[config.mk]
export PLATFORM = sky130hd
export DESIGN_NAME = tx_word_prefetch
export DESIGN_NICKNAME = d
export VERILOG_FILES = /design/src/rtl/tx_word_prefetch.sv
export SDC_FILE = /design/constraint.sdc
export NUM_CORES = 1
export LEC_CHECK = 0
export CAP_MARGIN = 10
export CORE_ASPECT_RATIO = 0.5
export CORE_MARGIN = 4
export CORE_UTILIZATION = 35
export CTS_CLUSTER_DIAMETER = 100
export DETAILED_ROUTE_END_ITERATION = 6
export SETUP_SLACK_MARGIN = 0.02
export SYNTH_ARGS = -nofsm -noshare
export SYNTH_HDL_FRONTEND = slang
export SYNTH_SLANG_ARGS = --single-unit
[constraint.sdc]
create_clock -name clk -period 5.95 [get_ports clk]
set_input_delay 1.19 -clock clk [delete_from_list [all_inputs] [get_ports clk]]
set_output_delay 1.19 -clock clk [all_outputs]
set_load 0.05 [all_outputs]
[src/rtl/tx_word_prefetch.sv]
module tx_word_prefetch #(
  parameter int SRAM_AW = 6
) (
  input  logic                 clk,
  input  logic                 rst_n,
  input  logic                 soft_rst,
  input  logic [SRAM_AW-1:0]   base_addr,
  input  logic [SRAM_AW-1:0]   limit_addr,
  input  logic [SRAM_AW+2:0]   wptr,
  output logic [SRAM_AW+2:0]   rptr,
  output logic                 sram_req,
  output logic [SRAM_AW-1:0]   sram_addr,
  input  logic                 sram_rvalid,
  input  logic [31:0]          sram_rdata,
  input  logic                 fifo_full,
  output logic                 fifo_push,
  output logic [7:0]           fifo_data
);
  localparam int OFF_W = SRAM_AW + 2;
  localparam int PTR_W = OFF_W + 1;

  typedef enum logic [1:0] {IDLE, FETCH, PUSH} state_t;

  state_t             st;
  logic [PTR_W-1:0]   wsnap;
  logic [31:0]        hold;
  logic [OFF_W-1:0]   size_b;
  logic [OFF_W-1:0]   off_inc;
  logic [PTR_W-1:0]   rptr_nx;

  assign size_b  = {limit_addr - base_addr, 2'b00};
  assign off_inc = rptr[OFF_W-1:0] + 1'b1;
  assign rptr_nx = (off_inc == size_b) ? {~rptr[OFF_W], {OFF_W{1'b0}}}
                                       : {rptr[OFF_W], off_inc};

  assign sram_req  = (st == IDLE) && !soft_rst && (rptr != wsnap);
  assign sram_addr = base_addr + rptr[OFF_W-1:2];
  assign fifo_push = (st == PUSH) && !fifo_full && !soft_rst;
  assign fifo_data = hold[8*rptr[1:0] +: 8];

  always_ff @(posedge clk or negedge rst_n) begin
    if (!rst_n) begin
      st    <= IDLE;
      rptr  <= '0;
      wsnap <= '0;
      hold  <= '0;
    end else if (soft_rst) begin
      st    <= IDLE;
      rptr  <= '0;
      wsnap <= '0;
      hold  <= '0;
    end else begin
      case (st)
        IDLE: begin
          wsnap <= wptr;
          if (sram_req) st <= FETCH;
        end
        FETCH: begin
          if (sram_rvalid) begin
            hold <= sram_rdata;
            st   <= PUSH;
          end
        end
        PUSH: begin
          if (fifo_push) begin
            rptr <= rptr_nx;
            if (rptr_nx[1:0] == 2'b00 || rptr_nx == wsnap) st <= IDLE;
          end
        end
        default: st <= IDLE;
      endcase
    end
  end
endmodule


==> results.sh <==
export IMPL_status="complete, no violations"
export IMPL_finalSetupViolations=0
export IMPL_vias_per_cell=5.02
export IMPL_power_frac_comb=0.240
export IMPL_tritoncts="yes"
export IMPL_power_switching_mw=0.279
export IMPL_fillers=926
export IMPL_io_buffers=82
export IMPL_drive_above_1_share=0.115
export IMPL_r2r_start="rptr[0]"
export IMPL_fp_dieH_um=77.6
export IMPL_end_kind="output port"
export IMPL_core_region_area_um2=9450
export IMPL_p_sw_frac=0.282
export IMPL_place_congestion=0.834
export IMPL_ios=83
export IMPL_overflow=0
export IMPL_power_frac_seq=0.408
export IMPL_dp_hpwl_um=6110
export IMPL_cts_root_buf="clkbuf_16"
export IMPL_clkSinkCount=52
export IMPL_ys_top_cells_by_area="dfrtp_1 (38%), nand2_1 (6.1%), mux4_2 (5.3%)"
export IMPL_dr_first_iter_drc_count=143
export IMPL_min_path_type="flip-flop to flip-flop"
export IMPL_startpoint="base_addr[1]"
export IMPL_track_usage=0.152
export IMPL_crit_arrival_ns=3.61
export IMPL_fin_nets=488
export IMPL_ys_seq_elements=52
export IMPL_max_slew_margin=0.299
export IMPL_rsz0062_at_grt="false"
export IMPL_hold_end="hold[5]"
export IMPL_powerDensity_nw_per_um2=220
export IMPL_peakVddDrop_mv=0.117
export IMPL_seq_area_frac_synth=0.384
export IMPL_clkPwrFrac=0.352
export IMPL_reg2reg_depth=8
export IMPL_p_int_mw=0.710
export IMPL_grt_max_degree=53
export IMPL_rows=25
export IMPL_clk_path_buf_depth=2
export IMPL_area_growth_pct=32.8
export IMPL_hold_violations=0
export IMPL_drv_slew=0
export IMPL_start_kind="primary input"
export IMPL_synth_edf_count=0
export IMPL_cp_required_ns=4.76
export IMPL_syn_avg_cell_area_um2=9.88
export IMPL_antenna_found_initial=0
export IMPL_skew_ns=0.00658
export IMPL_drc=0
export IMPL_syn_num_nets=414
export IMPL_synth_warnings=0
export IMPL_r2r_end="st[1]"
export IMPL_htreeDepth=2
export IMPL_finish_utilization=0.476
export IMPL_cellLeakagePower_nw=1.88
export IMPL_start_util=0.359
export IMPL_drtAntennaViolNets=0
export IMPL_grt_pass1_vias=2820
export IMPL_antenna_cells=0
export IMPL_hold_buffers=0
export IMPL_power_mw=0.989
export IMPL_yosys_top_cells_count="nand2_1 (55), dfrtp_1 (52), a21oi_1 (34), a22o_1 (18)"
export IMPL_wire_per_inst_um=15.3
export IMPL_die_area_um2=11400
export IMPL_vias=2778
export IMPL_fin_setup_tns_ns=0
export IMPL_synth_top_area_cell="dfrtp_1"
export IMPL_synthArstFlopShare=1.00
export IMPL_setup_ws_ns=1.15
export IMPL_place_ws_ns=1.15
export IMPL_hp_start="hold[5]"
export IMPL_worst_pin_slew_ns=1.05
export IMPL_min_period_ns=4.80
export IMPL_synth_most_common_cell="nand2_1"
export IMPL_syn_cell_area_um2=3390
export IMPL_synth_distinct_cells=58
export IMPL_clk_latency_ns=0.29
export IMPL_reg2reg_slack_ns=2.81
export IMPL_cts_resized=0
export IMPL_cap_violations=0
export IMPL_finalCritPeriodShare=0.807
export IMPL_hold_depth=1
export IMPL_cts_buffers=5
export IMPL_die_x_um=147
export IMPL_grt_pass1_wl_um=14100
export IMPL_first_pass_iters=4
export IMPL_netlist_area_leader_share=0.384
export IMPL_worstSetupPathType="primary input to output port"
export IMPL_clk_pin_slew_worst_paths_ns=0.07
export IMPL_wl_um=8450
export IMPL_worstPathMaxFanout=3
export IMPL_syn_inst=343
export IMPL_synth_main_ff_cell="dfrtp_1"
export IMPL_post_cts_repair_setup_buffers=0
export IMPL_fmax_mhz=208
[area by class of cell]
class,count,area [µm²],area share
Clock inverter,1,30.0,0.00668
Timing Repair Buffer,86,846,0.188
Sequential cell,52,1300,0.289
Tap cell,135,169,0.0376
Clock buffer,7,153,0.0339
Multi-Input combinational cell,255,1940,0.430
Inverter,17,63.8,0.0142
[per-layer routing]
metal  share of wire  track usage  vias up
met3           0.048       0.0239        5
li1                -            -     1366
met5               0            0        -
met2            0.48        0.248       75
met1            0.47        0.216     1332
met4          0.0070       0.0307        0
[sequential cells by signal, summed over array words and instances, names as in the netlist]
name   cells
wsnap      9
rptr       9
st         2
hold      32
[placed cells by master, fill, tap and decap left out, drive strengths merged, types with 2 or more instances in the layout]
cell type      count
a211oi             2
a21o               3
a21oi             37
a22o              18
a31oi              4
and3               2
buf                5
clkbuf             7
clkdlybuf4s50     81
dfrtp             52
fa                 2
ha                11
inv               17
mux2i              2
mux4               8
nand2             55
nand3              8
nand4              2
nor2              14
nor3               8
nor4               2
o211a              2
o21a               5
o21ai             16
o21bai             2
o32ai              3
or2                5
or3                3
xnor2             19
xnor3              2
xor2               8
[through the flow]
step                hold slack (ns)  instance area, µm²  cells
finish                        0.498                4500    553
global route                  0.520                4500    553
CTS                           0.502                4500    553
global placement              0.480                4320    545
floorplan                     0.461                3390    343
detailed placement            0.481                4320    545
[worst max-delay path by stage]
stage	end	slack [ns]	cells past startpoint
after floorplan	sram_req	1.66	3
after global placement	sram_addr[5]	1.15	8
after detailed placement	sram_addr[5]	1.15	8
after CTS	sram_addr[5]	1.13	8
after global routing	sram_addr[5]	0.99	8
final	sram_addr[5]	1.15	8
[critical path, cell delays in order]
cell and delay, ns:
clkdlybuf4s50_1 0.47, ha_1 0.33, a21o_1 0.18, a21oi_1 0.22, o21bai_1 0.10, a21oi_1 0.18
xnor2_1 0.13, clkdlybuf4s50_1 0.81
[power groups by stage]
stage               Sequential (mW)  Clock (mW)  Combinational [mW]
global placement              0.410           0               0.238
detailed placement            0.410           0               0.241
CTS                           0.403       0.356               0.242
finish                        0.403       0.348               0.238
floorplan                     0.399           0               0.156
global route                  0.408       0.373               0.262
[kinds of logic (layout without fill, tap and decap cells)]
| group | after synthesis | after routing | share of synthesized area |
|---|---|---|---|
| and+or+nand+nor | 104 | 104 | 0.148 |
| AOI/OAI and AO/OA | 99 | 99 | 0.213 |
| DFF | 52 | 52 | 0.384 |
| buffers and inverters | 36 | 111 | 0.0462 |
| xor gates and xnor gates | 29 | 29 | 0.0975 |
| adders and majority gates | 13 | 13 | 0.0524 |
| muxes | 10 | 10 | 0.0591 |
Power figures use the tool's default switching activity.
